[src/rtl/sts_pkg.sv]
package sts_pkg;
  localparam int BIT_W = 5;

  // Bits per word for each 3-bit length code.
  function automatic logic [BIT_W-1:0] wl_bits(input logic [2:0] code);
    logic [BIT_W-1:0] r;
    case (code)
      3'd0: r = 5'd8;
      3'd1: r = 5'd10;
      3'd2: r = 5'd12;
      3'd3: r = 5'd16;
      3'd4: r = 5'd18;
      3'd5: r = 5'd20;
      3'd6: r = 5'd22;
      default: r = 5'd24;
    endcase
    return r;
  endfunction
endpackage

[src/rtl/sts_bitclk.sv]
module sts_bitclk #(
  parameter int DIV_W   = 4,
  parameter int MIN_DIV = 2
) (
  input  logic             clk,
  input  logic             rst_n,
  input  logic             ref_en,
  input  logic             master,
  input  logic [DIV_W-1:0] div_q,
  input  logic             ext_bclk,
  input  logic             ext_fs,
  output logic             bclk_o,
  output logic             bit_tick,
  output logic             fs_ext
);
  localparam logic [DIV_W-1:0] FLOOR = DIV_W'(MIN_DIV);

  logic [DIV_W-1:0] cnt_q;
  logic             bclk_q;
  logic [2:0]       bsync_q;
  logic [1:0]       fsync_q;
  logic [DIV_W-1:0] div_eff;
  logic             half_end;

  assign div_eff  = (div_q < FLOOR) ? FLOOR : div_q;
  assign half_end = ref_en && (cnt_q >= div_eff);

  always_ff @(posedge clk) begin
    if (!rst_n) begin
      cnt_q   <= '0;
      bclk_q  <= 1'b0;
      bsync_q <= '0;
      fsync_q <= '0;
    end else begin
      bsync_q <= {bsync_q[1:0], ext_bclk};
      fsync_q <= {fsync_q[0], ext_fs};
      if (!master) begin
        cnt_q  <= '0;
        bclk_q <= 1'b0;
      end else if (half_end) begin
        cnt_q  <= '0;
        bclk_q <= ~bclk_q;
      end else if (ref_en) begin
        cnt_q <= cnt_q + DIV_W'(1);
      end
    end
  end

  // Bit boundary: falling edge of the generated or synchronized bit clock.
  assign bit_tick = master ? (half_end && bclk_q) : (bsync_q[2] && !bsync_q[1]);
  assign fs_ext   = !master && fsync_q[1];
  assign bclk_o   = bclk_q;
endmodule

[src/rtl/sts_frame_ctr.sv]
module sts_frame_ctr
  import sts_pkg::*;
#(
  parameter int DIV_W  = 4,
  parameter int WCNT_W = 3
) (
  input  logic              clk,
  input  logic              rst_n,
  input  logic              bit_tick,
  input  logic              resync,
  input  logic [DIV_W-1:0]  div_cfg,
  input  logic [2:0]        wl_code,
  input  logic [WCNT_W-1:0] words_cfg,
  output logic [DIV_W-1:0]  div_q,
  output logic              word_done,
  output logic              frame_done,
  output logic              frame_start
);
  logic [2:0]        wl_q;
  logic [WCNT_W-1:0] nw_q;
  logic [BIT_W-1:0]  bit_q;
  logic [WCNT_W-1:0] word_q;
  logic              last_bit;

  assign last_bit    = (bit_q == BIT_W'(wl_bits(wl_q) - 5'd1));
  assign word_done   = bit_tick && last_bit;
  assign frame_done  = word_done && (word_q == nw_q);
  assign frame_start = (bit_q == '0) && (word_q == '0);

  always_ff @(posedge clk) begin
    if (!rst_n) begin
      div_q  <= div_cfg;
      wl_q   <= wl_code;
      nw_q   <= words_cfg;
      bit_q  <= '0;
      word_q <= '0;
    end else if (bit_tick) begin
      if (resync) begin
        bit_q  <= '0;
        word_q <= '0;
      end else if (last_bit) begin
        bit_q  <= '0;
        word_q <= frame_done ? '0 : word_q + WCNT_W'(1);
      end else begin
        bit_q <= bit_q + BIT_W'(1);
      end
      if (frame_done) begin
        div_q <= div_cfg;
        wl_q  <= wl_code;
        nw_q  <= words_cfg;
      end
    end
  end
endmodule

[src/rtl/sts_mclk.sv]
module sts_mclk (
  input  logic clk,
  input  logic rst_n,
  input  logic ref_en,
  input  logic enable,
  output logic mclk_o
);
  logic mclk_q;

  always_ff @(posedge clk) begin
    if (!rst_n || !enable) mclk_q <= 1'b0;
    else if (ref_en)       mclk_q <= ~mclk_q;
  end

  assign mclk_o = mclk_q;
endmodule

[src/rtl/serial_timing_gen.sv]
module serial_timing_gen #(
  parameter int DIV_W   = 4,
  parameter int WCNT_W  = 3,
  parameter int MIN_DIV = 2
) (
  input  logic              clk,
  input  logic              rst_n,
  input  logic              ref_en,
  input  logic              master_mode,
  input  logic              mclk_en,
  input  logic [DIV_W-1:0]  div_cfg,
  input  logic [2:0]        wl_code,
  input  logic [WCNT_W-1:0] words_cfg,
  input  logic              ext_bclk,
  input  logic              ext_fs,
  output logic              bclk_o,
  output logic              fs_o,
  output logic              mclk_o,
  output logic              word_done,
  output logic              frame_done
);
  logic [DIV_W-1:0] div_q;
  logic             bit_tick;
  logic             fs_ext;
  logic             frame_start;
  logic             mclk_on;

  sts_bitclk #(.DIV_W(DIV_W), .MIN_DIV(MIN_DIV)) u_bitclk (
    .clk      (clk),
    .rst_n    (rst_n),
    .ref_en   (ref_en),
    .master   (master_mode),
    .div_q    (div_q),
    .ext_bclk (ext_bclk),
    .ext_fs   (ext_fs),
    .bclk_o   (bclk_o),
    .bit_tick (bit_tick),
    .fs_ext   (fs_ext)
  );

  sts_frame_ctr #(.DIV_W(DIV_W), .WCNT_W(WCNT_W)) u_frame (
    .clk         (clk),
    .rst_n       (rst_n),
    .bit_tick    (bit_tick),
    .resync      (fs_ext),
    .div_cfg     (div_cfg),
    .wl_code     (wl_code),
    .words_cfg   (words_cfg),
    .div_q       (div_q),
    .word_done   (word_done),
    .frame_done  (frame_done),
    .frame_start (frame_start)
  );

  assign mclk_on = master_mode && mclk_en;

  sts_mclk u_mclk (
    .clk    (clk),
    .rst_n  (rst_n),
    .ref_en (ref_en),
    .enable (mclk_on),
    .mclk_o (mclk_o)
  );

  assign fs_o = master_mode && frame_start;
endmodule

[config.mk]
export PLATFORM = sky130hd
export DESIGN_NAME = serial_timing_gen
export DESIGN_NICKNAME = d
export VERILOG_FILES = /design/src/rtl/sts_pkg.sv /design/src/rtl/sts_bitclk.sv /design/src/rtl/sts_frame_ctr.sv /design/src/rtl/sts_mclk.sv /design/src/rtl/serial_timing_gen.sv
export SDC_FILE = /design/constraint.sdc
export NUM_CORES = 1
export LEC_CHECK = 0
export BUFFER_PORTS_ARGS = -buffer_cell sky130_fd_sc_hd__buf_2
export CAP_MARGIN = 25
export CORE_UTILIZATION = 51
export CTS_BUF_LIST = sky130_fd_sc_hd__clkbuf_4 sky130_fd_sc_hd__clkbuf_8 sky130_fd_sc_hd__clkbuf_16
export CTS_CLUSTER_DIAMETER = 80
export DETAILED_ROUTE_END_ITERATION = 8
export GPL_TIMING_DRIVEN = 0
export PLACE_DENSITY = 0.83
export SYNTH_ARGS = -nofsm -noshare
export SYNTH_HDL_FRONTEND = slang
export SYNTH_SLANG_ARGS = --single-unit
[constraint.sdc]
create_clock -name clk -period 2.79 [get_ports clk]
set_clock_uncertainty 0.1 [all_clocks]
set_input_delay 0.1395 -clock clk [delete_from_list [all_inputs] [get_ports clk]]
set_output_delay 0.1395 -clock clk [all_outputs]
set_load 0.01 [all_outputs]
# After elaboration in Yosys (flattened, before gate mapping)
# Index checks and enable logic that the tools add are counted.
# op_classes
eq_ne	10
bitwise_logic	4
magnitude_cmp	2
n_mux	17
n_reduce_logical	22
n_addsub	4
# op_table
op	n
one-hot mux 5 bit (7 select lines)	1
2-to-1 mux 3 bit	9
2-to-1 mux 4 bit	4
2-to-1 mux 5 bit	2
== test 3 bit, second input constant	3
logical AND 1 bit	9
== test 3 x 2 -> 1 bit, second input constant	2
zero test 3 bit	2
AND reduction 2 bit	3
adder 5 x 1 -> 5 bit, second input constant	1
== test 5 bit	1
zero test 5 bit	1
subtractor 5 x 1 -> 5 bit, second input constant	1
adder 4 x 1 -> 4 bit, second input constant	1
>= comparator 4 bit	1
zero test 1 bit	4
less-than comparator 4 x 2 -> 1 bit, second input constant	1
inequality test 2 x 1 -> 1 bit, second input constant	2
inverter 1 bit	4
adder 3 x 1 -> 3 bit, second input constant	1
== test 3 x 1 -> 1 bit, second input constant	1
== test 3 bit	1
OR reduction 3 bit	1
nonzero test 2 bit	1
other kinds (2)	2
# word_totals
elab_cells	69
ff_bits	29
output_inout_bits	5

# Longest topological paths before layout
# Gate-level depths: netlist of the first run.
# logic_depth
word_depth	11
ltp_mapped	9
depth_no_buf	8

# Hierarchy
# Synthesis of the first run repeated with hierarchy kept, for this count alone.
# hier_totals
hier_cells	149
area_unflattened_um2	1564.0
# by_module_without_submodules
mod	cells_each	n_inst	area_each_um2	seq_area_each_um2
sts_frame_ctr	89	1	987.2	460.4
sts_bitclk	55	1	529.3	200.2
sts_mclk	3	1	35.0	20.0
serial_timing_gen	2	1	12.5	0.0

# Least setup slack after synthesis of the first run
# OpenSTA, ideal clock, no wires.
# synth_timing
path_type	flip-flop to flip-flop
from	register u_frame.wl_q[2]
to	register u_frame.div_q[0], enable pin
setup_time_ns	0.393
stages_incl_launch_ff	10
arrival_time_ns	2.528
setup_slack_ns	-0.231
path_buffers	1
required_ns	2.297
path_cell_list	edfxtp_1 -> buf_2 -> nand2_1 -> mux2_2 -> ha_1 -> xnor2_1 -> nand3_1 -> a32oi_1 -> nand2_1 -> o31ai_1
# synth_via
elab_chain_cells	8
# synth_rtl
item	line	text
from (decl)	sts_frame_ctr.sv:19	logic [2:0] wl_q;
from (signal assigned)	sts_frame_ctr.sv:33	wl_q <= wl_code;
from (signal assigned)	sts_frame_ctr.sv:49	wl_q <= wl_code;
== test 3 bit (tied with other cells)	sts_pkg.sv:7	case (code)
one-hot mux 5 bit (7 select lines) (*)	sts_pkg.sv:7	
subtractor 5 x 1 -> 5 bit (*)	sts_frame_ctr.sv:25	assign last_bit = (bit_q == BIT_W'(wl_bits(wl_q) - 5'd1));
== test 5 bit (*)	sts_frame_ctr.sv:25	
logical AND 1 bit (*)	sts_frame_ctr.sv:26	assign word_done = bit_tick && last_bit;
logical AND 1 bit (*)	sts_frame_ctr.sv:27	assign frame_done = word_done && (word_q == nw_q);
inequality test 2 x 1 -> 1 bit (no line) (*)	-	
AND reduction 2 bit (no line) (*)	-	
to (signal assigned)	sts_frame_ctr.sv:32	div_q <= div_cfg;
to (signal assigned)	sts_frame_ctr.sv:48	div_q <= div_cfg;
to (decl)	sts_frame_ctr.sv:14	output logic [DIV_W-1:0] div_q,
# Mark *: on every way between the ends. The rest lies on a longest branch, timed or not.
# A chain may end at the register's enable or synchronous reset.

# Worst setup path after layout of the first run
# layout_timing
from	register u_frame.wl_q[0]
to	register u_frame.div_q[0], enable pin
# The elaborated chain is that of the path after synthesis.

==> results of run 1 <==
==> final timing paths <==
| kind | startpoint | end | slack, ns | cells past startpoint |
|---|---|---|---|---|
| worst max-delay path | u_frame.wl_q[0] | u_frame.div_q[0] | -0.01 | 11 |
| worst min-delay path | ref_en | u_bitclk.cnt_q[1] | 0.05 | 3 |
| worst max register to register | u_frame.wl_q[0] | u_frame.div_q[0] | -0.01 | 11 |
| worst min register to register | u_bitclk.bsync_q[0] | u_bitclk.bsync_q[1] | 0.35 | 1 |
==> registers in the layout (all words and copies together) (netlist names), 2 cells and up <==
signal	cells
u_bitclk.fsync_q	2
u_frame.nw_q	3
u_bitclk.cnt_q	4
u_frame.bit_q	5
u_frame.wl_q	3
u_frame.div_q	4
u_frame.word_q	3
u_bitclk.bsync_q	3
==> cell usage after synthesis (all sizes together) (2+ instances only) <==
cell,count,share of area (%)
and2,7,3.0
nand2,10,2.4
o31ai,3,1.8
o21ai,5,1.6
dfxtp,19,24
a21oi,5,1.6
ha,10,8.0
nor3,3,0.96
nand4,2,0.80
and3,2,0.88
nor2,11,2.6
inv,11,2.6
xor2,5,2.8
o211ai,8,3.8
nor2b,2,0.80
nor3b,2,0.96
mux2i,2,1.3
edfxtp,10,19
nand3,12,4.9
xnor2,8,4.5
buf,4,1.8
==> per-stage QoR <==
step / setup slack, ns / instances / util (%) / TNS [ns] / hold slack (ns)
after floorplan: 0.0627 / 157 / - / 0 / 0.138
after global placement: -0.200 / 208 / 60.5 / -2.00 / 0.216
after detailed placement: -0.394 / 208 / 60.5 / -3.93 / 0.219
after CTS: 0.00529 / 233 / 69.3 / 0 / 0.0324
after global routing: -0.106 / 243 / 77.0 / -0.974 / 0.0605
final: -0.00968 / 243 / 77.0 / -0.0385 / 0.0514
==> final cells by class <==
| cell class | instances | area share, % |
|---|---|---|
| plain buffers | 5 | 1.78 |
| clock buffers | 8 | 3.05 |
| inverters | 11 | 1.90 |
| multi-input cells | 112 | 43.9 |
| flip-flops and latches | 29 | 31.3 |
| well taps | 31 | 1.78 |
| repair buffers | 47 | 16.3 |
==> logic make-up (layout without fill, tap and decap cells) <==
| kind of cell | after synthesis | in the layout | share of synthesized area, % |
|---|---|---|---|
| simple gates | 57 | 57 | 20.8 |
| compound gates | 29 | 29 | 13.9 |
| flops | 29 | 29 | 43.4 |
| buf+inv | 16 | 71 | 4.71 |
| xor+xnor | 13 | 13 | 7.26 |
| fa+ha+maj | 10 | 10 | 7.98 |
| mux | 3 | 3 | 2.00 |
==> report_power, final <==
part           switching [mW]  total (mW)  internal, mW  leakage, nW
Combinational          0.0693       0.146        0.0770        0.563
Sequential            0.00961       0.460         0.451        0.252
Clock                   0.150       0.293         0.144       0.0394
==> repair_timing <==
action / in CTS / in global routing
hold buffers: 15 / 0
endpoints found under the hold margin: 14 / 0
pin swaps: 1 / 5
gates resized for setup: 3 / 27
endpoints found under the setup margin: 11 / 12
buffers inserted: 2 / 10
==> metal layers <==
| layer | wire, um | up-vias |
|---|---|---|
| li1 | - | 672 |
| met1 | 1630 | 649 |
| met2 | 1800 | 65 |
| met3 | 278 | 18 |
| met4 | 189 | 0 |
| met5 | 0 | - |
==> worst max-delay path, cell delays in order, from the launching register on <==
cell      delay (ns)
edfxtp_1        0.53
buf_6           0.18
nor2b_4         0.15
a21oi_4         0.05
ha_4            0.20
xor2_4          0.18
nand3_2         0.15
a32oi_4         0.26
nand2_2         0.11
buf_6           0.14
o31ai_4         0.28
buf_6           0.17
==> out/qor.csv, run 1 <==
metric,value,unit
drt-vias-per-instance,5.78,
ant_nets,0,
multi_input_area,956,um2
synth_ff_type,dfxtp_1,
drv_slew,0,
endpoint_kind,register,
wire_per_inst,16.1,um
path_max_fanout,8,
mostFrequentLayoutCell,buf_2,
routed_wl,3.90,mm
period_needed,2.80,ns
area_growth,38.9,%
final_cell_mix,"buf_2 (21), dfxtp_1 (19), dlygate4sd3_1 (15)",
grt_use_met2,38.5,%
use_met1,27.2,%
synth_edf_count,10,
drtPass1Iterations,4,
clock_latency,0.34,ns
die-area,3300,um2
die_width,57.4,um
hp-class,primary input to register,
antennaDiodeCount,0,
io_pins,22,
grt_max_degree,11,
cts_max_level,2,
dp_hpwl,2.36,mm
syn_area_per_cell,9.99,um2
ys.warnings.count,0,
outcome,"complete, but fails checks",
cts.sinks,29,
regArea,681,um2
cts_root_buf,clkbuf_4,
floorplan.initialDensity,55.4,%
fin_nets,238,
grt_pass1_wl,5.78,mm
vdd_drop_max,0.000271,V
worst-slew-pin-transition,0.445,ns
drc_errors,0,
antenna_found_initial,0,
grt_overflow,0,
grt_use_met3,4.99,%
fp-row-count,19,
clkTransAtPathRegs,0.09,ns
synth.distinct_cells,45,
final_area,2180,um2
coreArea,2830,um2
finalPower,0.900,mW
fmax,357,MHz
p_leak,0.855,nW
synth-async-reset-ratio,0,%
cts_made_buffers,5,
netlist_area,1570,um2
grt.total_usage,23.3,%
powerDensity,413,nW/um2
fin_crit_sh,100,%
setup_slack,-0.00968,ns
grt.busiest_layer,met2,
num_vias,1404,
portBuffers,20,
ctsLongestPathBuffers,2,
path_class,register to register,
die_h,57.4,um
grt_pass1_vias,1441,
slew_headroom,70.4,%
violations,negative setup slack,
drive_above_1_share,32.5,%
start_kind,register,
cp_data_required_time,2.74,ns
hold_violations,0,
synth_seq_area_share,43.4,%
drtIter0Drc,90,
cts_tree,yes,
placed_cell_area,1710,um2
syn_inst,157,
critPathArrivalTime,2.75,ns
synth_fp_nets,184,
ys_ff_latch,29,
gp_congestion,0.834,
final-setup-viol-count,4,
fillers,173,
maxCapViolCount,0,
Power figures use the tool's default switching activity.
==> run 2, diff against run 1 <==
--- a/config.mk
+++ b/config.mk
@@ -13,6 +13,7 @@
 export DETAILED_ROUTE_END_ITERATION = 8
 export GPL_TIMING_DRIVEN = 0
 export PLACE_DENSITY = 0.83
+export RECOVER_POWER = 100
 export SYNTH_ARGS = -nofsm -noshare
 export SYNTH_HDL_FRONTEND = slang
 export SYNTH_SLANG_ARGS = --single-unit
==> run 2 against run 1 <==
The run still ends with negative setup slack left. First-iteration DRC count rose by 2.2%. Utilization decreased by 0.35 points. Sequential share of layout area rose by 0.14 points. Total power is 0.18% lower. Critical path depth did not move. Largest cell class unchanged.
==> out/qor.csv, run 2 (synthesized netlist as in run 1, its figures left out) <==
metric,value,unit
drive_above_1_share,30.2,%
vdd_drop_max,0.000270,V
antenna_found_initial,0,
cts_max_level,2,
fp-row-count,19,
die_h,57.4,um
grt_overflow,0,
cp_data_required_time,2.75,ns
critPathArrivalTime,2.76,ns
reg2reg_from,u_frame.wl_q[0],
gp_congestion,0.834,
powerDensity,414,nW/um2
num_vias,1374,
drtPass1Iterations,5,
portBuffers,20,
cts_root_buf,clkbuf_4,
finalPower,0.898,mW
drtIter0Drc,92,
fin_util,76.6,%
cp_num_buf_inv,3,
area_growth,38.2,%
hold_violations,0,
slowest_delay,0.53,ns
tns,-0.0823,ns
dp_hpwl,2.36,mm
critical_path.most_common_cell,buf_6,
setup_slack,-0.0191,ns
clkTransAtPathRegs,0.09,ns
fmax,356,MHz
grt_pass1_vias,1441,
dp.cells,208,
coreArea,2830,um2
grt.total_usage,23.3,%
wire_per_inst,16.1,um
floorplan.initialDensity,55.4,%
crit_chain,buf_6 -> nor2b_4 -> a21oi_4 -> ha_4 -> xor2_4 -> nand3_2 -> a32oi_4 -> nand2_2 -> buf_6 -> o31ai_4 -> buf_6,
clock_latency,0.34,ns
period_needed,2.81,ns
mostFrequentLayoutCell,dfxtp_1,
fillers,176,
cts_tree,yes,
cts_made_buffers,5,
endpoint_kind,register,
p_leak,0.836,nW
die-area,3300,um2
slew_headroom,70.5,%
startpoint,u_frame.wl_q[0],
largest_register_ffs,5,
multi_input_area,951,um2
final-setup-viol-count,6,
path_class,register to register,
crit_family,compound AO/OA/AOI/OAI gates,
whs,0.0455,ns
ant_nets,0,
start_kind,register,
top_regs,"u_frame.bit_q x5, u_bitclk.cnt_q x4, u_frame.div_q x4",
crit_slowest_cell,edfxtp_1,
cts.sinks,29,
drc_errors,0,
regArea,681,um2
regMostFlops,u_frame.bit_q,
grt_max_degree,11,
antennaDiodeCount,0,
drv_slew,0,
ctsLongestPathBuffers,2,
fin_cells,243,
io_pins,22,
path_max_fanout,8,
placed_cell_area,1710,um2
drt-vias-per-instance,5.65,
fin_crit_sh,101,%
hp-start,ref_en,
hp-class,primary input to register,
fin_nets,238,
dp_worst_setup_slack,-0.394,ns
grt_pass1_wl,5.78,mm
die_width,57.4,um
routed_wl,3.90,mm
final_cell_mix,"dfxtp_1 (19), buf_2 (17), dlygate4sd3_1 (15)",
worst-slew-pin-transition,0.442,ns
outcome,"complete, but fails checks",
final_area,2170,um2
violations,negative setup slack,
maxCapViolCount,0,
run 2: cell count changes in the layout (fill, tap and decap cells not counted):
cell,before,now
and2_0,0,4
and2_1,6,2
buf_2,21,17
clkbuf_1,1,5
or3_1,0,1
or3_4,1,0
run 2: final timing paths:
kind,depth (start not counted),slack (ns),end
hold / removal,3,0.05,u_bitclk.cnt_q[1]
setup reg to reg,11,-0.02,u_frame.div_q[0]
setup / recovery,11,-0.02,u_frame.div_q[0]
hold reg to reg,1,0.35,u_bitclk.bsync_q[1]
run 2: what timing repair did:
item / in CTS / in global routing
hold endpoints to repair: 14 / 0
setup buffers: 2 / 10
pin swaps: 1 / 5
endpoints found under the setup margin: 11 / 12
hold buffers: 15 / 0
resized for setup: 3 / 27
run 2: area by class of cell:
| type | instances | share of cell area [%] |
|---|---|---|
| buffer | 5 | 1.79 |
| clock buffer | 8 | 3.06 |
| timing repair buffer | 47 | 16.2 |
| inverter | 11 | 1.91 |
| sequential | 29 | 31.4 |
| tap | 31 | 1.79 |
| multi-input combinational | 112 | 43.9 |
run 2: power breakdown:
group / total, mW / switching (mW) / internal, mW
sequential: 0.460 / 0.00962 / 0.451
combinational: 0.145 / 0.0688 / 0.0762
clock: 0.293 / 0.149 / 0.144
total: 0.898 / 0.228 / 0.671
run 2: layer usage:
layer,up-vias,wire [um],GRT usage (%)
li1,672,-,-
met5,-,0,0
met3,14,228,4.99
met1,633,1670,27.2
met2,55,1850,38.5
met4,0,157,15.0
run 2: worst register-to-register path, cell delays in order (launching register included):
cell and delay [ns]:
edfxtp_1 0.53, buf_6 0.18, nor2b_4 0.16, a21oi_4 0.05, ha_4 0.21, xor2_4 0.19
nand3_2 0.15, a32oi_4 0.26, nand2_2 0.11, buf_6 0.14, o31ai_4 0.28, buf_6 0.17
